==> src/rtl/xfer_pkg.sv <==
package xfer_pkg;

  typedef enum logic [2:0] {
    ST_IDLE,
    ST_PICK,
    ST_REQ,
    ST_BEAT,
    ST_FULL,
    ST_EOP
  } xfer_state_e;

  // completion codes, placed in the upper byte of the post word
  localparam logic [7:0] PC_IN_DONE  = 8'd0;
  localparam logic [7:0] PC_OUT_DONE = 8'd1;
  localparam logic [7:0] PC_IN_FULL  = 8'd2;
  localparam logic [7:0] PC_LOAD_OVF = 8'd3;
  localparam logic [7:0] PC_CNT_ZERO = 8'd4;
  localparam logic [7:0] PC_ABORT    = 8'd5;

  // status masks per direction
  localparam logic [7:0] RX_STAT_MASK = 8'h07; // bad align, crc, input late
  localparam logic [7:0] TX_STAT_MASK = 8'h18; // output late, collision
  localparam logic [7:0] ABORT_STAT   = 8'h60; // both command-issued bits

  localparam int unsigned BURST_WORDS = 4;

endpackage

==> src/rtl/xfer_step_plan.sv <==
module xfer_step_plan #(
  parameter int unsigned CW = 12,
  parameter int unsigned LW = 3
) (
  input  logic [1:0]    addr_lo,
  input  logic [CW-1:0] left,
  input  logic [LW-1:0] avail,
  input  logic          is_rx,
  input  logic          dev_attn,
  output logic          use_burst,
  output logic          step_ready
);
  import xfer_pkg::*;

  localparam logic [CW-1:0] LEFT_BURST  = CW'(BURST_WORDS);
  localparam logic [LW-1:0] AVAIL_BURST = LW'(BURST_WORDS);

  logic aligned;
  logic room4;

  always_comb begin
    aligned = (addr_lo == 2'b00);
    room4   = (avail >= AVAIL_BURST);
    // a receive near its end drains leftovers singly once the device has ended
    use_burst  = aligned && (left >= LEFT_BURST) && (!is_rx || room4 || !dev_attn);
    step_ready = use_burst ? room4 : (avail != '0);
  end

endmodule

==> src/rtl/xfer_post_fmt.sv <==
module xfer_post_fmt #(
  parameter int unsigned CW = 12
) (
  input  logic          clk,
  input  logic          rst_n,
  input  logic          fire,
  input  logic [7:0]    code,
  input  logic [7:0]    raw_status,
  input  logic [7:0]    mask,
  input  logic [CW-1:0] count_in,
  output logic          post_valid,
  output logic [15:0]   post_word,
  output logic [CW-1:0] post_count
);

  logic [15:0] word_n;

  always_comb begin
    word_n = {code, raw_status & mask};
  end

  always_ff @(posedge clk or negedge rst_n) begin
    if (!rst_n) begin
      post_valid <= 1'b0;
      post_word  <= '0;
      post_count <= '0;
    end else begin
      post_valid <= fire;
      if (fire) begin
        post_word  <= word_n;
        post_count <= count_in;
      end
    end
  end

endmodule

==> src/rtl/xfer_seq.sv <==
module xfer_seq #(
  parameter int unsigned AW = 16,
  parameter int unsigned DW = 16,
  parameter int unsigned CW = 12,
  parameter int unsigned LW = 3
) (
  input  logic          clk,
  input  logic          rst_n,
  input  logic          cmd_start,
  input  logic          cmd_tx,
  input  logic          cmd_abort,
  input  logic [AW-1:0] cmd_ptr,
  input  logic [CW-1:0] cmd_count,
  output logic          rx_enable,
  output logic          tx_enable,
  output logic          mem_req,
  output logic          mem_burst,
  output logic          mem_we,
  output logic [AW-1:0] mem_addr,
  input  logic          mem_gnt,
  output logic          mem_wvalid,
  output logic [DW-1:0] mem_wdata,
  input  logic          mem_rvalid,
  input  logic [DW-1:0] mem_rdata,
  input  logic [LW-1:0] fifo_avail,
  input  logic [DW-1:0] fifo_rdata,
  output logic          fifo_pop,
  output logic          fifo_push,
  output logic [DW-1:0] fifo_wdata,
  input  logic          dev_attn,
  input  logic          dev_done,
  input  logic [7:0]    dev_status,
  output logic          tx_eop,
  output logic          post_valid,
  output logic [15:0]   post_word,
  output logic [CW-1:0] post_count
);
  import xfer_pkg::*;

  localparam logic [2:0]    LAST_BURST_BEAT = 3'(BURST_WORDS - 1);
  localparam logic [AW-1:0] ADDR_STEP_B     = AW'(BURST_WORDS);
  localparam logic [CW-1:0] CNT_STEP_B      = CW'(BURST_WORDS);

  // reset: asserted at once, released on a clock edge
  logic [1:0] rst_sync;
  logic       core_rst_n;

  always_ff @(posedge clk or negedge rst_n) begin
    if (!rst_n) rst_sync <= 2'b00;
    else        rst_sync <= {rst_sync[0], 1'b1};
  end
  assign core_rst_n = rst_sync[1];

  xfer_state_e   st_q, st_n;
  logic          tx_q, tx_n;
  logic [AW-1:0] ptr_q, ptr_n;
  logic [CW-1:0] left_q, left_n;
  logic [2:0]    beats_q, beats_n;
  logic          burst_q, burst_n;
  logic          ctx_en;

  logic          plan_burst, plan_ready;
  logic          fire;
  logic [7:0]    fire_code, fire_raw, fire_mask;
  logic [CW-1:0] fire_cnt;
  logic          beat;

  xfer_step_plan #(.CW(CW), .LW(LW)) plan_i (
    .addr_lo    (ptr_q[1:0]),
    .left       (left_q),
    .avail      (fifo_avail),
    .is_rx      (!tx_q),
    .dev_attn   (dev_attn),
    .use_burst  (plan_burst),
    .step_ready (plan_ready)
  );

  // next-state logic
  always_comb begin
    st_n       = st_q;
    tx_n       = tx_q;
    ptr_n      = ptr_q;
    left_n     = left_q;
    beats_n    = beats_q;
    burst_n    = burst_q;
    fire       = 1'b0;
    fire_code  = PC_IN_DONE;
    fire_raw   = dev_status;
    fire_mask  = tx_q ? TX_STAT_MASK : RX_STAT_MASK;
    fire_cnt   = '0;
    mem_req    = 1'b0;
    mem_wvalid = 1'b0;
    fifo_pop   = 1'b0;
    fifo_push  = 1'b0;
    tx_eop     = 1'b0;
    beat       = 1'b0;

    if (cmd_abort) begin
      fire      = 1'b1;
      fire_code = PC_ABORT;
      fire_raw  = ABORT_STAT;
      fire_mask = 8'hFF;
      st_n      = ST_IDLE;
    end else begin
      unique case (st_q)
        ST_IDLE: begin
          if (cmd_start) begin
            tx_n   = cmd_tx;
            ptr_n  = cmd_ptr;
            left_n = cmd_count;
            if (cmd_count == '0) begin
              fire      = 1'b1;
              fire_code = PC_CNT_ZERO;
              fire_mask = 8'h00;
            end else begin
              st_n = ST_PICK;
            end
          end
        end
        ST_PICK: begin
          if (left_q == '0) begin
            if (tx_q) begin
              tx_eop = 1'b1;
              st_n   = ST_EOP;
            end else begin
              st_n = ST_FULL;
            end
          end else if (tx_q && dev_attn) begin
            fire      = 1'b1;
            fire_code = PC_OUT_DONE;
            st_n      = ST_IDLE;
          end else if (!tx_q && dev_attn && fifo_avail == '0) begin
            fire      = 1'b1;
            fire_code = PC_IN_DONE;
            fire_cnt  = left_q;
            st_n      = ST_IDLE;
          end else if (plan_ready) begin
            burst_n = plan_burst;
            st_n    = ST_REQ;
          end
        end
        ST_REQ: begin
          mem_req = 1'b1;
          if (mem_gnt) begin
            beats_n = burst_q ? LAST_BURST_BEAT : 3'd0;
            st_n    = ST_BEAT;
          end
        end
        ST_BEAT: begin
          if (tx_q) begin
            beat      = mem_rvalid;
            fifo_push = mem_rvalid;
          end else begin
            beat       = 1'b1;
            mem_wvalid = 1'b1;
            fifo_pop   = 1'b1;
          end
          if (beat) begin
            if (beats_q == 3'd0) begin
              ptr_n  = ptr_q + (burst_q ? ADDR_STEP_B : AW'(1));
              left_n = left_q - (burst_q ? CNT_STEP_B : CW'(1));
              st_n   = ST_PICK;
            end else begin
              beats_n = beats_q - 3'd1;
            end
          end
        end
        ST_FULL: begin
          if (fifo_avail != '0) begin
            fifo_pop  = 1'b1;
            fire      = 1'b1;
            fire_code = PC_IN_FULL;
            st_n      = ST_IDLE;
          end else if (dev_attn) begin
            fire      = 1'b1;
            fire_code = PC_IN_DONE;
            st_n      = ST_IDLE;
          end
        end
        ST_EOP: begin
          if (dev_done || dev_attn) begin
            fire      = 1'b1;
            fire_code = PC_OUT_DONE;
            st_n      = ST_IDLE;
          end
        end
        default: st_n = ST_IDLE;
      endcase
    end
  end

  // context registers only load on a start or a completed step
  assign ctx_en = (st_q == ST_IDLE && cmd_start) || (st_q == ST_BEAT) || (st_q == ST_PICK);

  always_ff @(posedge clk or negedge core_rst_n) begin
    if (!core_rst_n) begin
      st_q    <= ST_IDLE;
      tx_q    <= 1'b0;
      ptr_q   <= '0;
      left_q  <= '0;
      beats_q <= '0;
      burst_q <= 1'b0;
    end else begin
      st_q <= st_n;
      if (ctx_en) begin
        tx_q   <= tx_n;
        ptr_q  <= ptr_n;
        left_q <= left_n;
        burst_q <= burst_n;
      end
      if (st_q == ST_REQ || st_q == ST_BEAT) begin
        beats_q <= beats_n;
      end
    end
  end

  xfer_post_fmt #(.CW(CW)) post_i (
    .clk        (clk),
    .rst_n      (core_rst_n),
    .fire       (fire),
    .code       (fire_code),
    .raw_status (fire_raw),
    .mask       (fire_mask),
    .count_in   (fire_cnt),
    .post_valid (post_valid),
    .post_word  (post_word),
    .post_count (post_count)
  );

  assign rx_enable  = (st_q != ST_IDLE) && !tx_q;
  assign tx_enable  = (st_q != ST_IDLE) && tx_q;
  assign mem_burst  = burst_q;
  assign mem_we     = !tx_q;
  assign mem_addr   = ptr_q;
  assign mem_wdata  = fifo_rdata;
  assign fifo_wdata = mem_rdata;

endmodule

==> config.mk <==
export PLATFORM = sky130hd
export DESIGN_NAME = xfer_seq
export DESIGN_NICKNAME = d
export VERILOG_FILES = /design/src/rtl/xfer_pkg.sv /design/src/rtl/xfer_step_plan.sv /design/src/rtl/xfer_post_fmt.sv /design/src/rtl/xfer_seq.sv
export SDC_FILE = /design/constraint.sdc
export NUM_CORES = 1
export LEC_CHECK = 0
export ABC_AREA = 1
export BUFFER_PORTS_ARGS = -buffer_cell sky130_fd_sc_hd__buf_2
export CORE_MARGIN = 10
export CORE_UTILIZATION = 40
export CTS_CLUSTER_DIAMETER = 80
export DETAILED_ROUTE_END_ITERATION = 8
export GPL_TIMING_DRIVEN = 0
export PLACE_DENSITY_LB_ADDON = 0.25
export SLEW_MARGIN = 20
export SYNTH_ARGS = -nofsm -noshare
export SYNTH_HDL_FRONTEND = slang
export SYNTH_SLANG_ARGS = --single-unit
==> constraint.sdc <==
create_clock -name clk -period 2.3 [get_ports clk]
set_input_delay 0.46 -clock clk [delete_from_list [all_inputs] [get_ports clk]]
set_output_delay 0.46 -clock clk [all_outputs]
set_load 0.1 [all_outputs]
==> PnR_summary.wiki <==
{| class="wikitable"
! Metric !! Value
|-
| Worst Path Class, Setup || reg2out
|-
| Number of search-and-repair iterations in the first detailed-routing pass || 6
|-
| WP data required || 1840 ps
|-
| Source of the worst register-to-register timing path || st_q[1]
|-
| Placeable core region || 0.00986 sq mm
|-
| Post-placement worst setup slack || -269 ps
|-
| Final worst-path setup slack || 108 ps
|-
| Wire length after detailed routing || 13.1 mm
|-
| Final standard cell utilization of the core || 53.7%
|-
| GPL Wtd Cong || 0.910
|-
| Worst relative slew slack || 58.7%
|-
| Row cnt || 36
|-
| Area grow syn2layout || 29.7%
|-
| Number of register bits inferred by synthesis || 62
|-
| CP Max Fanout || 5
|-
| Number of buffers between clock root and the deepest sink || 2
|-
| Num ports || 166
|-
| Reg2reg path depth || 8
|-
| Die Y-Extent || 121 um
|-
| Power per cell area || 1350 mW/mm^2
|-
| Final routed wire length divided by cell count || 15.4 um
|-
| Distinct cell type count after synthesis || 34
|-
| Total buffers and inverters traversed by the critical path || 3
|-
| Initial antenna violation count || 0
|-
| Peak supply drop || 1270 uV
|-
| Total number of nets in the final design || 802
|-
| Number of antenna cells inserted || 0
|-
| Most common library cell in the layout ignoring fill and taps || sky130_fd_sc_hd__buf_2
|-
| Final setup viols || 0
|-
| Dpl hpwl || 10.5 mm
|-
| Die footprint || 0.0146 sq mm
|-
| Syn Std Cell Area || 0.00408 sq mm
|-
| Number of sinks handled by clock tree synthesis || 62
|-
| H-Tree Depth || 3
|-
| Total of max-cap violations || 0
|-
| Hold Fails Final Rpt || 0
|-
| DRC violations left || 0
|-
| Stage delay of the slowest cell on the critical path || 440 ps
|-
| Clock-pin slew of the registers on the worst-case setup and hold paths || 80 ps
|-
| Min Tclk post-route || 2190 ps
|-
| Violation count after the first detailed-route iteration || 270
|-
| Final-report max-slew violation count || 0
|-
| Via count of the first global-routing pass || 4375
|-
| Die outline width || 121 um
|-
| Achievable Freq || 456 MHz
|-
| Worst-Skew Late Latency || 350 ps
|-
| Number of warnings reported in the yosys synthesis log || 0
|-
| Setup crit end kind || output pin
|-
| Number of vias after detailed routing || 4291
|-
| Root buf cell || sky130_fd_sc_hd__clkbuf_8
|-
| Leakage || 0.00281 uW
|-
| Commonest non-fill, non-tap cells in the layout || sky130_fd_sc_hd__buf_2 (126), sky130_fd_sc_hd__nand2_1 (116), sky130_fd_sc_hd__nor2_1 (81)
|-
| Cell chain of the critical path || inv_2, nor2_4, inv_2, nor2_4, nand4_1, nor2_2, buf_12
|-
| Worst Hold Slack || 183 ps
|-
| Syn Inst Count || 565
|-
| Slew at the pin closest to its max-slew limit || 620 ps
|-
| Share of the cycle needed by the critical path after routing || 95.3%
|-
| Syn Area/Cell || 7.22 sq um
|-
| Clock buffers created by TritonCTS || 9
|-
| Overflow left after global routing || 0
|-
| Startpoint kind of the worst setup timing path || register
|-
| Post-synthesis sequential area ratio || 38.0%
|-
| R2R Path End || left_q[10]
|-
| Routed via count divided by cell count || 5.04
|-
| Worst Skew || 6.50 ps
|-
| TritonCTS clock tree || done
|-
| Hold Crit Class || reg2async
|-
| Port Buf Inserts || 124
|-
| Outcome || finished clean
|-
| Largest net degree at the start of global routing || 47
|-
| Worst reg-to-reg setup slack || 330 ps
|-
| First-pass GRT wire length || 21.5 mm
|-
| Antenna Violating Nets Remaining || 0
|-
| Arr. time, crit path || 1730 ps
|-
| Cell with the largest stage delay on the worst path || sky130_fd_sc_hd__dfrtp_2
|-
| Starting density of the core || 41.4%
|-
| Layout cell share with drive strength beyond 1 || 33.5%
|-
| Global-route usage over all layers || 17.8%
|-
| Top delay family on crit path || simple AND/OR/NAND/NOR gates
|}
layer usage:
| metal | track usage, % | wire length, um | vias to the layer above |
|---|---|---|---|
| met5 | 0 | 0 | - |
| met1 | 21.6 | 5650 | 1974 |
| met4 | 5.73 | 198 | 0 |
| met2 | 28.9 | 6020 | 200 |
| met3 | 6.33 | 1260 | 15 |
| li1 | - | - | 2102 |
metrics by stage:
step                cells  power [uW]  area, sq um  setup TNS [ps]
floorplan             569        5050         4110            -763
finish                852        7140         5300               0
detailed placement    827        5880         4930            -689
global route          852        7610         5300           -9.94
global placement      826        5820         4900          -20730
CTS                   845        7050         5220               0
final cells by class:
class / instances / area [sq um]
fill: 962 / 4570
multi-input combinational: 398 / 1990
sequential: 62 / 1560
timing repair buffer: 135 / 752
buffer: 57 / 408
inverter: 51 / 191
tap: 133 / 166
clock buffer: 9 / 124
clock inverter: 7 / 106
flip-flops by register name, indices dropped and copies added, names as in the netlist:
signal / flops
beats_q: 3
left_q: 12
mem_addr: 16
mem_burst: 1
post_i.post_count: 12
post_i.post_valid: 1
post_i.post_word: 11
rst_sync: 2
st_q: 3
tx_q: 1
synth_stat cells, drive strengths merged:
master	instances	share of area, %
a31oi	1	0.15
nand2	120	11
xor2	6	1.3
conb	2	0.18
xnor2	2	0.43
nand4	11	1.7
nand3	62	7.7
or2	5	0.77
buf	51	9.3
nor4	2	0.31
o22ai	2	0.31
nor2	90	8.9
o31ai	3	0.92
o211ai	9	1.7
clkbuf	7	0.64
a21oi	12	1.6
nor3	12	1.8
dfrtp	62	38
inv	51	4.7
o32ai	1	0.21
o21ai	45	5.5
ha	8	2.5
a21boi	1	0.18
what timing repair did:
action                                  CTS  global route
endpoints found under the hold margin     2             0
setup buffers                             2             7
pin swaps                                 2             4
gates resized for setup                  11             9
hold buffers                              1             0
endpoints found under the setup margin    4             5
worst max path at each step:
stage / start / cells after the start / to
after floorplan: cmd_abort / 5 / fifo_pop
after global placement: rst_sync[1] / 0 / mem_burst
after detailed placement: cmd_abort / 6 / fifo_push
after CTS: st_q[1] / 6 / tx_eop
after global routing: left_q[5] / 6 / tx_eop
final: st_q[0] / 7 / tx_eop
logic make-up (layout without fill, tap and decap cells):
kind of cell | Yosys count | count (layout) | synth area share, %
buffers and inverters | 109 | 259 | 14.7
adder cells (fa/ha/maj) | 8 | 8 | 2.45
flip-flops | 62 | 62 | 38.0
XOR/XNOR | 8 | 8 | 1.72
AND/OR/NAND/NOR | 302 | 302 | 32.4
AO/OA/AOI/OAI | 74 | 74 | 10.5
other | 2 | 6 | 0.184
where the power goes:
| part | internal [uW] | switching [uW] | total [uW] |
|---|---|---|---|
| clock | 627 | 500 | 1130 |
| sequential | 1420 | 377 | 1800 |
| combinational | 992 | 3220 | 4220 |
| total | 3040 | 4100 | 7140 |
No activity file was read; power rests on OpenSTA's default activity.
